**src/rtl/cmdq_bell_pkg.sv**
```systemverilog
package cmdq_bell_pkg;

  localparam int CAUSE_N = 5;

  // Status / enable bit positions (software decodes these)
  localparam int IDX_MAIL     = 0;
  localparam int IDX_BELLOVF  = 1;
  localparam int IDX_FETCHERR = 2;
  localparam int IDX_RESERR   = 3;
  localparam int IDX_ENGERR   = 4;

  // Causes that stop the queue unless continue-on-error is set
  localparam logic [CAUSE_N-1:0] STOP_MASK =
    (CAUSE_N'(1) << IDX_BELLOVF) | (CAUSE_N'(1) << IDX_FETCHERR) | (CAUSE_N'(1) << IDX_RESERR);

  typedef struct packed {
    logic doAdd;
    logic doTake;
  } bellStrobe_t;

endpackage

```
**src/rtl/cmdq_bell_count.sv**
```systemverilog
module cmdq_bell_count
  import cmdq_bell_pkg::*;
#(
  parameter int CNT_W      = 20,
  parameter int INST_WORDS = 8
) (
  input  logic             clk,
  input  logic             rst_n,
  input  bellStrobe_t      strobe,
  input  logic [CNT_W-1:0] addVal,
  output logic [CNT_W-1:0] pendCnt,
  output logic             ovfHit
);

  localparam int ALIGN_W = $clog2(INST_WORDS);
  localparam int SUM_W   = CNT_W + 1;
  localparam logic [CNT_W-1:0] INST_STEP = CNT_W'(INST_WORDS);

  logic [CNT_W-1:0] cntQ;
  logic [CNT_W-1:0] alignedAdd;
  logic             takeOk;
  logic [CNT_W-1:0] afterTake;
  logic [SUM_W-1:0] wideSum;

  generate
    if (ALIGN_W > 0) begin : g_mask
      assign alignedAdd = {addVal[CNT_W-1:ALIGN_W], {ALIGN_W{1'b0}}};
    end else begin : g_nomask
      assign alignedAdd = addVal;
    end
  endgenerate

  always_comb begin
    takeOk    = strobe.doTake && (cntQ >= INST_STEP);
    afterTake = takeOk ? (cntQ - INST_STEP) : cntQ;
    wideSum   = {1'b0, afterTake} + (strobe.doAdd ? {1'b0, alignedAdd} : '0);
    ovfHit    = strobe.doAdd && wideSum[CNT_W];
  end

  always_ff @(posedge clk) begin
    if (!rst_n) cntQ <= '0;
    else        cntQ <= wideSum[CNT_W-1:0];
  end

  assign pendCnt = cntQ;

endmodule

```
**src/rtl/cmdq_bell_ctrl_fsm.sv**
```systemverilog
module cmdq_bell_ctrl_fsm
  import cmdq_bell_pkg::*;
#(
  parameter int INFL_W = 8
) (
  input  logic               clk,
  input  logic               rst_n,
  input  logic               bellWrEn,
  input  logic               fetchTake,
  input  logic               ovfHit,
  input  logic               stsSetEn,
  input  logic [CAUSE_N-1:0] stsSetData,
  input  logic               stsClrEn,
  input  logic [CAUSE_N-1:0] stsClrData,
  input  logic               enaSetEn,
  input  logic [CAUSE_N-1:0] enaSetData,
  input  logic               enaClrEn,
  input  logic [CAUSE_N-1:0] enaClrData,
  input  logic               ctlWrEn,
  input  logic               ctlWrEna,
  input  logic               ctlWrContErr,
  input  logic               mboxWr,
  input  logic               fetchRdErr,
  input  logic               resWrErr,
  input  logic               engSwErr,
  input  logic [INFL_W-1:0]  inflightCnt,
  output bellStrobe_t        strobe,
  output logic [CAUSE_N-1:0] stsQ,
  output logic [CAUSE_N-1:0] enaQ,
  output logic               queueEnaQ,
  output logic               contErrQ,
  output logic               irq,
  output logic               quiet
);

  logic [CAUSE_N-1:0] hwSet;
  logic [CAUSE_N-1:0] setVec;
  logic [CAUSE_N-1:0] clrVec;
  logic [CAUSE_N-1:0] enaSetVec;
  logic [CAUSE_N-1:0] enaClrVec;
  logic               stopHit;

  always_comb begin
    hwSet               = '0;
    hwSet[IDX_MAIL]     = mboxWr;
    hwSet[IDX_BELLOVF]  = ovfHit;
    hwSet[IDX_FETCHERR] = fetchRdErr;
    hwSet[IDX_RESERR]   = resWrErr;
    hwSet[IDX_ENGERR]   = engSwErr;
    setVec    = hwSet | (stsSetEn ? stsSetData : '0);
    clrVec    = stsClrEn ? stsClrData : '0;
    enaSetVec = enaSetEn ? enaSetData : '0;
    enaClrVec = enaClrEn ? enaClrData : '0;
    stopHit   = (|(setVec & STOP_MASK)) && !contErrQ;
    strobe.doAdd  = bellWrEn;
    strobe.doTake = fetchTake;
  end

  // One flop per cause bit; set wins over clear in both registers.
  genvar b;
  generate
    for (b = 0; b < CAUSE_N; b++) begin : g_cause
      always_ff @(posedge clk) begin
        if (!rst_n) begin
          stsQ[b] <= 1'b0;
          enaQ[b] <= 1'b0;
        end else begin
          stsQ[b] <= setVec[b] | (stsQ[b] & ~clrVec[b]);
          enaQ[b] <= enaSetVec[b] | (enaQ[b] & ~enaClrVec[b]);
        end
      end
    end
  endgenerate

  assign quiet = !queueEnaQ && (inflightCnt == '0);

  always_ff @(posedge clk) begin
    if (!rst_n) begin
      queueEnaQ <= 1'b0;
      contErrQ  <= 1'b0;
    end else begin
      if (ctlWrEn && quiet) contErrQ <= ctlWrContErr;
      if (stopHit)
        queueEnaQ <= 1'b0;
      else if (ctlWrEn)
        queueEnaQ <= quiet ? ctlWrEna : (queueEnaQ & ctlWrEna);
    end
  end

  assign irq = |(stsQ & enaQ);

endmodule

```
**src/rtl/cmdq_bell_ctrl.sv**
```systemverilog
module cmdq_bell_ctrl
  import cmdq_bell_pkg::*;
#(
  parameter int CNT_W      = 20,
  parameter int INFL_W     = 8,
  parameter int INST_WORDS = 8
) (
  input  logic               clk,
  input  logic               rst_n,
  input  logic               bellWrEn,
  input  logic [CNT_W-1:0]   bellWrData,
  input  logic               fetchTake,
  input  logic               stsSetEn,
  input  logic [4:0]         stsSetData,
  input  logic               stsClrEn,
  input  logic [4:0]         stsClrData,
  input  logic               enaSetEn,
  input  logic [4:0]         enaSetData,
  input  logic               enaClrEn,
  input  logic [4:0]         enaClrData,
  input  logic               ctlWrEn,
  input  logic               ctlWrEna,
  input  logic               ctlWrContErr,
  input  logic               mboxWr,
  input  logic               fetchRdErr,
  input  logic               resWrErr,
  input  logic               engSwErr,
  input  logic [INFL_W-1:0]  inflightCnt,
  output logic [CNT_W-1:0]   pendCnt,
  output logic [4:0]         stsOut,
  output logic [4:0]         enaOut,
  output logic               queueEna,
  output logic               contErrOut,
  output logic               irqOut,
  output logic               quiescent
);

  bellStrobe_t strobe;
  logic        ovfHit;

  cmdq_bell_ctrl_fsm #(.INFL_W(INFL_W)) u_ctrl (
    .clk(clk), .rst_n(rst_n),
    .bellWrEn(bellWrEn), .fetchTake(fetchTake), .ovfHit(ovfHit),
    .stsSetEn(stsSetEn), .stsSetData(stsSetData),
    .stsClrEn(stsClrEn), .stsClrData(stsClrData),
    .enaSetEn(enaSetEn), .enaSetData(enaSetData),
    .enaClrEn(enaClrEn), .enaClrData(enaClrData),
    .ctlWrEn(ctlWrEn), .ctlWrEna(ctlWrEna), .ctlWrContErr(ctlWrContErr),
    .mboxWr(mboxWr), .fetchRdErr(fetchRdErr), .resWrErr(resWrErr), .engSwErr(engSwErr),
    .inflightCnt(inflightCnt),
    .strobe(strobe), .stsQ(stsOut), .enaQ(enaOut),
    .queueEnaQ(queueEna), .contErrQ(contErrOut), .irq(irqOut), .quiet(quiescent)
  );

  cmdq_bell_count #(.CNT_W(CNT_W), .INST_WORDS(INST_WORDS)) u_count (
    .clk(clk), .rst_n(rst_n),
    .strobe(strobe), .addVal(bellWrData),
    .pendCnt(pendCnt), .ovfHit(ovfHit)
  );

endmodule

```
**config.mk**
```make
export PLATFORM = sky130hd
export DESIGN_NAME = cmdq_bell_ctrl
export DESIGN_NICKNAME = d
export VERILOG_FILES = /design/src/rtl/cmdq_bell_pkg.sv /design/src/rtl/cmdq_bell_count.sv /design/src/rtl/cmdq_bell_ctrl_fsm.sv /design/src/rtl/cmdq_bell_ctrl.sv
export SDC_FILE = /design/constraint.sdc
export NUM_CORES = 1
export LEC_CHECK = 0
export BUFFER_PORTS_ARGS = -buffer_cell sky130_fd_sc_hd__clkbuf_2
export CAP_MARGIN = 40
export CELL_PAD_IN_SITES_DETAIL_PLACEMENT = 1
export CELL_PAD_IN_SITES_GLOBAL_PLACEMENT = 2
export CORE_MARGIN = 10
export CORE_UTILIZATION = 29
export DETAILED_ROUTE_END_ITERATION = 10
export PLACE_DENSITY_LB_ADDON = 0.1
export SETUP_SLACK_MARGIN = 0.3
export SYNTH_ARGS = -nofsm -noshare
export SYNTH_HDL_FRONTEND = slang
export SYNTH_HIERARCHICAL = 1
export SYNTH_SLANG_ARGS = --single-unit
```
**constraint.sdc**
```tcl
create_clock -name clk -period 10.2 [get_ports clk]
set_clock_uncertainty 0.1 [all_clocks]
set_input_delay 2.04 -clock clk [delete_from_list [all_inputs] [get_ports clk]]
set_output_delay 2.04 -clock clk [all_outputs]
set_load 0.03 [all_outputs]
```
==> Word-level counts from Yosys, hierarchy flattened <==
Cells that the tools add are included.
{ "word_totals": {"reg_bits": 32, "inputBits": 63, "out_inout_bits": 34, "elab_cells": 68} }
{ "classes": {"n_addsub": 2, "order_cmp": 1, "mux": 7, "n_bitwise": 34, "n_reduce_logical": 11} }
{ "ops": {"columns": ["op", "count"], "rows": [
  ["20-bit two-way mux", 2],
  ["20-bit by 21-bit adder with 21-bit output", 1],
  ["20-bit by 4-bit >= comparator with 1-bit output (second input constant)", 1],
  ["5-bit two-way mux", 4],
  ["20-bit by 4-bit subtractor with 20-bit output (second input constant)", 1],
  ["1-bit AND", 11],
  ["1-bit NOT", 11],
  ["1-bit bitwise OR", 10],
  ["8-bit logical NOT", 1],
  ["5-bit AND", 1],
  ["1-bit logical AND", 5],
  ["5-bit bitwise OR", 1],
  ["5-bit OR reduction", 1],
  ["3-bit OR reduction", 1],
  ["1-bit logical NOT", 2],
  ["2-bit OR reduction", 1],
  ["1-bit two-way mux", 1]
]} }

==> Longest topological paths before layout <==
Gate-level depths: netlist (run 1).
{ "logic_depth": {"depth_word": 9, "ltp_mapped": 14, "ltp_nobuf": 14} }

==> By module <==
The synthesis (run 1) kept the hierarchy.
{ "modules_own_cells": {"columns": ["mod", "instances", "cells_each", "area_each_um2", "seq_area_each_um2"], "rows": [
  ["cmdq_bell_count", 1, 252, 1906.8, 340.3],
  ["cmdq_bell_ctrl_fsm", 1, 64, 550.5, 240.2]
]} }

==> Worst setup path after synthesis (run 1) <==
Ideal clock, no wire load.
{ "synth_timing": {"path_type": "in2out", "start": "input port inflightCnt[1]", "end": "output port quiescent", "t_arrival_ns": 2.853, "required_ns": 8.060, "path_slack_ns": 5.207, "stages": 3, "n_path_buf": 0, "path_cell_list": "nor4_2 nand2_1 nor2_1"} }
{ "synth_between": {"elab_chain_cells": 2} }
{ "synth_rtl": {"columns": ["item", "line_no", "text"], "rows": [
  ["from (decl)", "cmdq_bell_ctrl.sv:28", "input logic [INFL_W-1:0] inflightCnt,"],
  ["8-bit logical NOT", "cmdq_bell_ctrl_fsm.sv:75", "assign quiet = !queueEnaQ && (inflightCnt == '0);"],
  ["1-bit logical AND", "cmdq_bell_ctrl_fsm.sv:75", null],
  ["to (decl)", "cmdq_bell_ctrl.sv:35", "output logic quiescent"]
]} }
Every way passes these cells.

==> Worst setup path in the final report (run 1) <==
Same ends and word-level chain as after synthesis.

==> metrics.json, run 1 <==
{
  "status": "finished clean",
  "post_synth.cell_area_avg_um2": 7.78,
  "grt_pass1_vias": 2784,
  "clock_insertion_delay_worst_skew_ns": 0.28,
  "numPortBuffers": 90,
  "clock_path_buffers": 2,
  "cell_total_after_placement": 499,
  "cts.sinks": 29,
  "layout.cells.non_filler": 507,
  "synth_sequential_area_ratio_pct": 23.6,
  "tightest_slew_ns": 0.559,
  "post_cts_resized": 0,
  "num_antenna_cells": 0,
  "multi_input_area_um2": 1780,
  "global_placement_routability_congestion": 0.769,
  "io_pins": 97,
  "grt_overflow_total": 0,
  "fp.dieArea_um2": 12600,
  "clock.fmax_mhz": 198,
  "clockRootBuffer": "sky130_fd_sc_hd__clkbuf_8",
  "synth_area_um2": 2460,
  "std_cell_rows": 33,
  "asyncSetResetFlopFracSynth_pct": 0,
  "total_leakage_power_nw": 1.51,
  "final-max-slew-violation-count": 0,
  "fp.dieH_um": 112,
  "slowest_cell_on_the_critical_path": "sky130_fd_sc_hd__nor4_2",
  "cts_buf_count": 5,
  "total_power_mw": 0.767,
  "first_pass_grt_wire_length_um": 14200,
  "path_cells": "clkbuf_2 > nor4_2 > nand2_1 > nor2_1 > clkbuf_2",
  "setup-violations-final": 0,
  "residual_antenna_violating_net_count_after_detailed_routing": 0,
  "path_clk_slew_ns": 0.07,
  "drt-pass1-iter-count": 4,
  "nNetsFinal": 483,
  "synth_area_leaders": "sky130_fd_sc_hd__dfxtp_1, sky130_fd_sc_hd__ha_1, sky130_fd_sc_hd__nand2_1, sky130_fd_sc_hd__and2_1, sky130_fd_sc_hd__a21o_1",
  "yosys_register_bits": 29,
  "drcViolationCount": 0,
  "critical_path_arrival_ns": 2.90,
  "final-seq-area_um2": 581,
  "ratio_of_cells_with_drive_above_1_in_the_final_layout_pct": 26.9,
  "cts_tree": "built",
  "maximum_resistive_drop_on_vdd_mv": 0.0704,
  "max_slew_margin_pct": 62.4,
  "floorplan.initialDensity_pct": 29.9,
  "crit_required_ns": 8.06,
  "detail_route.wirelength_um": 8630,
  "finalWorstSetupSlack_ns": 5.16,
  "total_number_of_h_tree_levels": 2,
  "routedWlPerCell_um": 17.0,
  "period_minus_slack_ns": 5.04,
  "design.core.area_um2": 8220,
  "grt_start_max_net_pins": 26,
  "hold_path_class": "reg2reg",
  "worst_path_most_repeated_cell": "sky130_fd_sc_hd__clkbuf_2",
  "period_share_pct": 49.4,
  "detail_route.iter0.violations": 135,
  "post-synth-top-area-cell": "sky130_fd_sc_hd__dfxtp_1",
  "rsz0062_at_grt": "false",
  "maxCapViolations": 0,
  "grt_util_all_layers_pct": 13.5,
  "postCtsHoldBufs": 0,
  "report.final.hold_viol_count": 0,
  "timing.critical_path.to_type": "output pin",
  "areaGrowthSynthToFinish_pct": 24.6,
  "dieWidth_um": 112,
  "power_per_cell_area_nw_per_um2": 250,
  "synth.lib_cells_used.distinct": 51,
  "final_core_utilization_pct": 37.3,
  "slowest_stage_delay_cp_ns": 0.38,
  "filler_cell_count": 1065,
  "detailed_placement_hpwl_um": 7080,
  "synthesis.instances": 316,
  "cts_post_setup_buffers_inserted": 0,
  "worstSetupStartpointType": "input port",
  "count_of_yosys_warnings_during_synthesis": 6,
  "finalSetupTns_ns": 0,
  "path_max_fanout": 3,
  "worst-setup-path-type": "in2out",
  "routed-via-count": 2620,
  "synthFlopType": "sky130_fd_sc_hd__dfxtp_1",
  "post-synth-top-area-fraction_pct": 23.6,
  "timing.reg2reg.setup_slack_ns": 6.04,
  "routed_vias_inst": 5.17,
  "synth_enable_flop_cells": 0,
  "antenna_violations_before_repair": 0,
  "minimum_setup_slack_after_placement_ns": 4.98
}
## worst paths after layout
check,cells after the start,end,startpoint
min reg2reg,2,u_ctrl/contErrQ,u_ctrl/contErrQ
max reg2reg,13,u_ctrl/queueEnaQ,u_count/pendCnt[12]
max,5,quiescent,inflightCnt[1]
min,2,u_ctrl/contErrQ,u_ctrl/contErrQ
## registers in the layout (all words and copies together), names as in the netlist
name              count
u_count/pendCnt      17
u_ctrl/contErrQ       1
u_ctrl/enaQ           5
u_ctrl/queueEnaQ      1
u_ctrl/stsQ           5
## worst max-delay path, delay by kind of cell
| family | cells | cell delay [ns] |
|---|---|---|
| buffers and inverters | 2 | 0.29 |
| and+or+nand+nor | 3 | 0.56 |
## stage by stage
step                instance area (um^2)  hold slack, ns
global placement                    2980           0.367
global route                        3060           0.424
CTS                                 3060           0.401
floorplan                           2460           0.491
detailed placement                  2980           0.389
finish                              3060           0.392
## placed cells by master (no fill, tap or decap), types with 9 or more instances in the layout
master / n
sky130_fd_sc_hd__a21o_1: 14
sky130_fd_sc_hd__and2_1: 19
sky130_fd_sc_hd__nor3_1: 16
sky130_fd_sc_hd__dfxtp_1: 29
sky130_fd_sc_hd__a21oi_1: 13
sky130_fd_sc_hd__nand2_1: 41
sky130_fd_sc_hd__clkbuf_2: 90
sky130_fd_sc_hd__nor2_1: 18
sky130_fd_sc_hd__inv_1: 9
sky130_fd_sc_hd__ha_1: 18
sky130_fd_sc_hd__nor2b_1: 12
## power breakdown
part           switching (mW)  leakage [nW]  internal, mW
Combinational           0.303          1.23         0.181
Clock                  0.0487        0.0450        0.0473
Sequential             0.0419         0.241         0.144
## logic make-up after synthesis
family | share of synthesized area (%)
flip-flops | 23.6
multiplexers | 2.44
XOR/XNOR | 4.63
other | 0.153
AO/OA/AOI/OAI | 22.6
adder cells (fa/ha/maj) | 9.98
buffers and inverters | 4.43
AND/OR/NAND/NOR | 32.1
## metal layers
metal / vias up / track usage [%] / wire length, um
met5: - / 0 / 0
met4: 0 / 2.79 / 31
met3: 2 / 5.80 / 738
met2: 80 / 21.2 / 3790
met1: 1217 / 16.8 / 4080
li1: 1321 / - / -
## cell usage after synthesis, types with 3 or more instances
cell                       instances
sky130_fd_sc_hd__a21boi_0          3
sky130_fd_sc_hd__nand2_1          41
sky130_fd_sc_hd__a21o_1           14
sky130_fd_sc_hd__nor4_2            4
sky130_fd_sc_hd__a21oi_1          13
sky130_fd_sc_hd__a211oi_1          4
sky130_fd_sc_hd__nand4_1           8
sky130_fd_sc_hd__a31oi_1           8
sky130_fd_sc_hd__nand4b_1          3
sky130_fd_sc_hd__xnor2_1           7
sky130_fd_sc_hd__xor2_1            6
sky130_fd_sc_hd__ha_1             18
sky130_fd_sc_hd__o21a_1            7
sky130_fd_sc_hd__a22oi_1           6
sky130_fd_sc_hd__nor2_1           18
sky130_fd_sc_hd__inv_1             9
sky130_fd_sc_hd__nor2b_1          12
sky130_fd_sc_hd__o21ai_0           8
sky130_fd_sc_hd__nand3_1           5
sky130_fd_sc_hd__and3_1            3
sky130_fd_sc_hd__nor3_1           16
sky130_fd_sc_hd__clkbuf_1         10
sky130_fd_sc_hd__dfxtp_1          29
sky130_fd_sc_hd__and2_1           19
sky130_fd_sc_hd__nor4_1            3
sky130_fd_sc_hd__mux2i_1           6
sky130_fd_sc_hd__nand2b_1          4
sky130_fd_sc_hd__buf_4             5
## layout make-up
class                      count  share of cell area, %
tap                          105                   4.29
inverter                       9                   1.10
clock inverter                 2                  0.327
clock buffer                   6                   2.37
sequential                    29                   19.0
multi-input combinational    265                   58.0
timing repair buffer          91                   15.0
(Power assumes the default switching activity.)
==> run 2, diff against run 1 <==
--- a/config.mk
+++ b/config.mk
@@ -10,7 +10,7 @@
 export CELL_PAD_IN_SITES_DETAIL_PLACEMENT = 1
 export CELL_PAD_IN_SITES_GLOBAL_PLACEMENT = 2
 export CORE_MARGIN = 10
-export CORE_UTILIZATION = 29
+export CORE_UTILIZATION = 27
 export DETAILED_ROUTE_END_ITERATION = 10
 export PLACE_DENSITY_LB_ADDON = 0.1
 export SETUP_SLACK_MARGIN = 0.3
==> constraint.sdc (replaced) <==
create_clock -name clk -period 4.66 [get_ports clk]
set_clock_uncertainty 0.1 [all_clocks]
set_input_delay 0.932 -clock clk [delete_from_list [all_inputs] [get_ports clk]]
set_output_delay 0.932 -clock clk [all_outputs]
set_load 0.03 [all_outputs]
==> metrics.json, run 2 (same netlist as run 1, synthesis figures left out) <==
{
  "grt_util_all_layers_pct": 13.3,
  "cts_tree": "built",
  "std_cell_rows": 34,
  "maximum_resistive_drop_on_vdd_mv": 0.117,
  "global_placement_routability_congestion": 0.814,
  "minimum_setup_slack_after_placement_ns": 0.524,
  "status": "finished clean",
  "clockRootBuffer": "sky130_fd_sc_hd__clkbuf_8",
  "finalWorstSetupSlack_ns": 0.660,
  "cts_buf_count": 5,
  "cts_post_setup_buffers_inserted": 0,
  "grt_pass1_vias": 2874,
  "tightest_slew_ns": 0.588,
  "pwr-share-seq_pct": 24.3,
  "total_power_mw": 1.68,
  "detailed_placement_hpwl_um": 7120,
  "drcViolationCount": 0,
  "report.final.hold_viol_count": 0,
  "hold_path_depth": 2,
  "max_ffs_per_register": 17,
  "holdWs_ns": 0.385,
  "power.switching_fraction_pct": 51.3,
  "total_number_of_h_tree_levels": 2,
  "worst-r2r-cell-count": 13,
  "clock.fmax_mhz": 250,
  "num_antenna_cells": 0,
  "grt_start_max_net_pins": 26,
  "antenna_violations_before_repair": 0,
  "p_comb_share_pct": 63.4,
  "design.core.area_um2": 8810,
  "io_pins": 97,
  "routed_vias_inst": 5.05,
  "areaGrowthSynthToFinish_pct": 25.0,
  "first_pass_grt_wire_length_um": 14400,
  "clock_insertion_delay_worst_skew_ns": 0.29,
  "grt_overflow_total": 0,
  "period_minus_slack_ns": 4.00,
  "residual_antenna_violating_net_count_after_detailed_routing": 0,
  "most-common-layout-cells": "sky130_fd_sc_hd__clkbuf_2, sky130_fd_sc_hd__nand2_1, sky130_fd_sc_hd__dfxtp_1",
  "drt-pass1-iter-count": 4,
  "fp.dieArea_um2": 13300,
  "cts.sinks": 29,
  "rsz0062_at_grt": "false",
  "routed-via-count": 2576,
  "floorplan.initialDensity_pct": 27.9,
  "numPortBuffers": 90,
  "clock_path_buffers": 2,
  "clkPwrFrac_pct": 12.4,
  "hold_path_class": "reg2reg",
  "maxCapViolations": 0,
  "setup-violations-final": 0,
  "routedWlPerCell_um": 17.0,
  "layout.cells.non_filler": 510,
  "fp.dieH_um": 115,
  "crit_required_ns": 4.77,
  "cell_total_after_placement": 502,
  "final-max-slew-violation-count": 0,
  "cell_internal_pwr_mw": 0.817,
  "postCtsHoldBufs": 0,
  "worstSetupStartpointType": "register",
  "worst-setup-path-type": "reg2reg",
  "path_max_fanout": 6,
  "max_slew_margin_pct": 60.5,
  "total_switching_power_mw": 0.860,
  "ratio_of_cells_with_drive_above_1_in_the_final_layout_pct": 27.1,
  "finalSetupTns_ns": 0,
  "filler_cell_count": 1125,
  "detail_route.wirelength_um": 8680,
  "dieWidth_um": 115,
  "detail_route.iter0.violations": 78,
  "path_clk_slew_ns": 0.07,
  "period_share_pct": 85.8,
  "most_frequent_standard_cell_in_the_layout_excluding_fill_and_tap_cells": "sky130_fd_sc_hd__clkbuf_2",
  "critical_path_arrival_ns": 4.11,
  "timing.critical_path.to_type": "register",
  "nNetsFinal": 483,
  "power_per_cell_area_nw_per_um2": 546,
  "timing.reg2reg.setup_slack_ns": 0.66,
  "total_leakage_power_nw": 1.51
}
-- run 2: changes by cell type in the layout (fill, tap and decap cells not counted) --
| cell | previous run | this run |
|---|---|---|
| sky130_fd_sc_hd__a31oi_2 | 0 | 1 |
| sky130_fd_sc_hd__a31oi_1 | 8 | 7 |
-- run 2: cell type report --
class	instances	area [um^2]	area share [%]
flip-flops and latches	29	581	18.9
inverters	9	33.8	1.10
clock inverters	2	10.0	0.326
repair buffers	91	458	14.9
well taps	108	135	4.40
clock buffers	6	72.6	2.36
multi-input cells	265	1780	58.0
-- run 2: final timing paths --
| path | start | end |
|---|---|---|
| max | u_count/pendCnt[13] | u_ctrl/queueEnaQ |
| max reg2reg | u_count/pendCnt[13] | u_ctrl/queueEnaQ |
| min reg2reg | u_ctrl/contErrQ | u_ctrl/contErrQ |
| min | u_ctrl/contErrQ | u_ctrl/contErrQ |
-- run 2: stage by stage --
step / util, % / area, um^2
CTS: 34.8 / 3070
global route: 34.9 / 3070
finish: 34.9 / 3070
detailed placement: 33.9 / 2980
global placement: 33.9 / 2980
floorplan: - / 2460
-- run 2: timing repair --
item,4_1_cts,5_1_grt
setup endpoints to repair,0,1
hold endpoints to repair,0,0
gates resized for setup,0,1
-- run 2: routing by layer --
layer	track usage [%]	vias up	wire length [um]
met5	0	-	0
met4	3.63	0	131
met3	5.26	10	753
met2	20.0	85	3560
met1	17.2	1167	4230
li1	-	1314	-
-- run 2: power by group through the flow --
stage / combinational, mW / clock [mW] / sequential (mW)
4_1_cts: 1.06 / 0.218 / 0.408
5_1_grt: 1.18 / 0.229 / 0.421
3_5_place_dp: 1.06 / 0 / 0.414
6_report: 1.06 / 0.207 / 0.407
2_1_floorplan: 0.644 / 0 / 0.522
3_3_place_gp: 1.05 / 0 / 0.411
-- run 2: critical path, cell delays in order (launching register included) --
cell                      delay (ns)
sky130_fd_sc_hd__dfxtp_1        0.34
sky130_fd_sc_hd__or4_4          0.59
sky130_fd_sc_hd__nor4_2         0.36
sky130_fd_sc_hd__nand2_1        0.27
sky130_fd_sc_hd__a41oi_1        0.28
sky130_fd_sc_hd__a41oi_1        0.08
sky130_fd_sc_hd__ha_1           0.39
sky130_fd_sc_hd__a21o_1         0.27
sky130_fd_sc_hd__a31oi_2        0.36
sky130_fd_sc_hd__a21oi_1        0.12
sky130_fd_sc_hd__o311a_1        0.35
sky130_fd_sc_hd__a21oi_1        0.18
sky130_fd_sc_hd__a31oi_1        0.11
sky130_fd_sc_hd__nor3_1         0.13
==> run 3, diff against run 2 <==
--- a/config.mk
+++ b/config.mk
@@ -5,13 +5,13 @@
 export SDC_FILE = /design/constraint.sdc
 export NUM_CORES = 1
 export LEC_CHECK = 0
-export BUFFER_PORTS_ARGS = -buffer_cell sky130_fd_sc_hd__clkbuf_2
 export CAP_MARGIN = 40
 export CELL_PAD_IN_SITES_DETAIL_PLACEMENT = 1
 export CELL_PAD_IN_SITES_GLOBAL_PLACEMENT = 2
 export CORE_MARGIN = 10
-export CORE_UTILIZATION = 27
+export CORE_UTILIZATION = 35
 export DETAILED_ROUTE_END_ITERATION = 10
+export DONT_BUFFER_PORTS = 1
 export PLACE_DENSITY_LB_ADDON = 0.1
 export SETUP_SLACK_MARGIN = 0.3
 export SYNTH_ARGS = -nofsm -noshare
==> metrics.json, run 3 (same netlist as run 1, synthesis figures left out) <==
{
  "status": "finished clean",
  "holdWs_ns": 0.529,
  "numPortBuffers": 0,
  "total_number_of_h_tree_levels": 2,
  "detail_route.iter0.violations": 125,
  "period_minus_slack_ns": 4.04,
  "timing.rr.start": "u_count/pendCnt[13]",
  "clock_insertion_delay_worst_skew_ns": 0.28,
  "final-max-slew-violation-count": 0,
  "areaGrowthSynthToFinish_pct": 6.01,
  "period_share_pct": 86.6,
  "power.switching_fraction_pct": 51.8,
  "timing.reg2reg.setup_slack_ns": 0.62,
  "clkPwrFrac_pct": 13.0,
  "cts_tree": "built",
  "nNetsFinal": 394,
  "cts_post_setup_buffers_inserted": 0,
  "total_power_mw": 1.57,
  "detailed_placement_hpwl_um": 6430,
  "grt_overflow_total": 0,
  "maxCapViolations": 0,
  "final_core_utilization_pct": 38.3,
  "hold_path_startpoint": "u_ctrl/contErrQ",
  "path_clk_slew_ns": 0.07,
  "grt_start_max_net_pins": 26,
  "rsz0062_at_grt": "false",
  "cell_internal_pwr_mw": 0.758,
  "first_pass_grt_wire_length_um": 12700,
  "residual_antenna_violating_net_count_after_detailed_routing": 0,
  "routed-via-count": 2280,
  "clock.fmax_mhz": 248,
  "r2r_end": "u_ctrl/queueEnaQ",
  "cts.sinks": 29,
  "grt_util_all_layers_pct": 14.1,
  "worst-setup-path-type": "reg2reg",
  "floorplan.initialDensity_pct": 36.2,
  "grt_pass1_vias": 2466,
  "most_frequent_standard_cell_in_the_layout_excluding_fill_and_tap_cells": "sky130_fd_sc_hd__nand2_1",
  "worstSetupStartpointType": "register",
  "max_slew_margin_pct": 58.9,
  "max_ffs_per_register": 17,
  "postCtsHoldBufs": 0,
  "finalSetupTns_ns": 0,
  "num_antenna_cells": 0,
  "std_cell_rows": 30,
  "hold_path_class": "reg2reg",
  "final-seq-area_um2": 581,
  "setup-violations-final": 0,
  "routed_vias_inst": 5.57,
  "dieWidth_um": 104,
  "hold_path_depth": 2,
  "multi_input_area_um2": 1780,
  "total_leakage_power_nw": 1.13,
  "routedWlPerCell_um": 18.9,
  "critical_path_arrival_ns": 4.15,
  "clockRootBuffer": "sky130_fd_sc_hd__clkbuf_8",
  "crit_required_ns": 4.77,
  "report.final.hold_viol_count": 0,
  "pwr-share-seq_pct": 35.0,
  "detail_route.wirelength_um": 7740,
  "fp.dieArea_um2": 10800,
  "antenna_violations_before_repair": 0,
  "design.core.area_um2": 6790,
  "maximum_resistive_drop_on_vdd_mv": 0.143,
  "power_per_cell_area_nw_per_um2": 603,
  "most-common-layout-cells": "sky130_fd_sc_hd__nand2_1, sky130_fd_sc_hd__dfxtp_1, sky130_fd_sc_hd__and2_1",
  "timing.hold.worst_endpoint": "u_ctrl/contErrQ",
  "drt-pass1-iter-count": 4,
  "filler_cell_count": 831,
  "cts_buf_count": 5,
  "global_placement_routability_congestion": 0.760,
  "path_max_fanout": 6,
  "clock_path_buffers": 2,
  "total_switching_power_mw": 0.813,
  "p_comb_share_pct": 52.1,
  "io_pins": 97,
  "timing.critical_path.to_type": "register",
  "drcViolationCount": 0,
  "ratio_of_cells_with_drive_above_1_in_the_final_layout_pct": 6.07,
  "worst-r2r-cell-count": 14,
  "tightest_slew_ns": 0.611,
  "post_cts_resized": 0,
  "fp.dieH_um": 104
}
-- run 3: final cells by class --
cell class / count / area share (%)
multi-input cells: 265 / 68.2
flip-flops and latches: 29 / 22.3
well taps: 96 / 4.61
clock buffers: 6 / 2.79
inverters: 9 / 1.30
repair buffers: 2 / 0.480
clock inverters: 2 / 0.384
-- run 3: how the worst max path moves through the flow --
stage / startpoint / end / slack [ns] / cells after the start
floorplan: u_count/pendCnt[13] / u_ctrl/queueEnaQ / 1.04 / 13
global placement: u_count/pendCnt[13] / u_ctrl/queueEnaQ / 0.64 / 14
detailed placement: u_count/pendCnt[13] / u_ctrl/queueEnaQ / 0.57 / 14
CTS: u_count/pendCnt[13] / u_ctrl/queueEnaQ / 0.54 / 14
global route: u_count/pendCnt[13] / u_ctrl/queueEnaQ / 0.31 / 14
finish: u_count/pendCnt[13] / u_ctrl/queueEnaQ / 0.62 / 14
-- run 3: worst max-delay path: stages, from the launching register on --
cell                      delay, ns
sky130_fd_sc_hd__dfxtp_1       0.44
sky130_fd_sc_hd__or4_4         0.64
sky130_fd_sc_hd__nor4_2        0.34
sky130_fd_sc_hd__nand2_1       0.25
sky130_fd_sc_hd__a41oi_1       0.27
sky130_fd_sc_hd__a41oi_1       0.09
sky130_fd_sc_hd__ha_1          0.40
sky130_fd_sc_hd__a21o_1        0.26
sky130_fd_sc_hd__a31oi_1       0.18
sky130_fd_sc_hd__buf_4         0.16
sky130_fd_sc_hd__a21oi_1       0.07
sky130_fd_sc_hd__o311a_1       0.34
sky130_fd_sc_hd__a21oi_1       0.18
sky130_fd_sc_hd__a31oi_1       0.11
sky130_fd_sc_hd__nor3_1        0.14
-- run 3: power groups by stage --
stage / clock, mW / sequential, mW / combinational [mW]
after floorplan: 0 / 0.522 / 0.644
after global placement: 0 / 0.559 / 0.808
after detailed placement: 0 / 0.560 / 0.813
after CTS: 0.212 / 0.554 / 0.817
after global routing: 0.225 / 0.564 / 0.926
final: 0.203 / 0.550 / 0.818
-- run 3: stage by stage --
stage / instances / area (um^2) / worst slack (ns)
after floorplan: 318 / 2460 / 1.04
after global placement: 400 / 2520 / 0.642
after detailed placement: 401 / 2520 / 0.573
after CTS: 409 / 2610 / 0.536
after global routing: 409 / 2610 / 0.310
final: 409 / 2610 / 0.623
-- run 3: routing by layer --
layer / global-route usage, % / up-vias / routed length (um)
met4: 2.98 / 0 / 46
met1: 17.5 / 1063 / 3630
met3: 6.44 / 4 / 696
met5: 0 / - / 0
met2: 21.7 / 74 / 3370
li1: - / 1139 / -
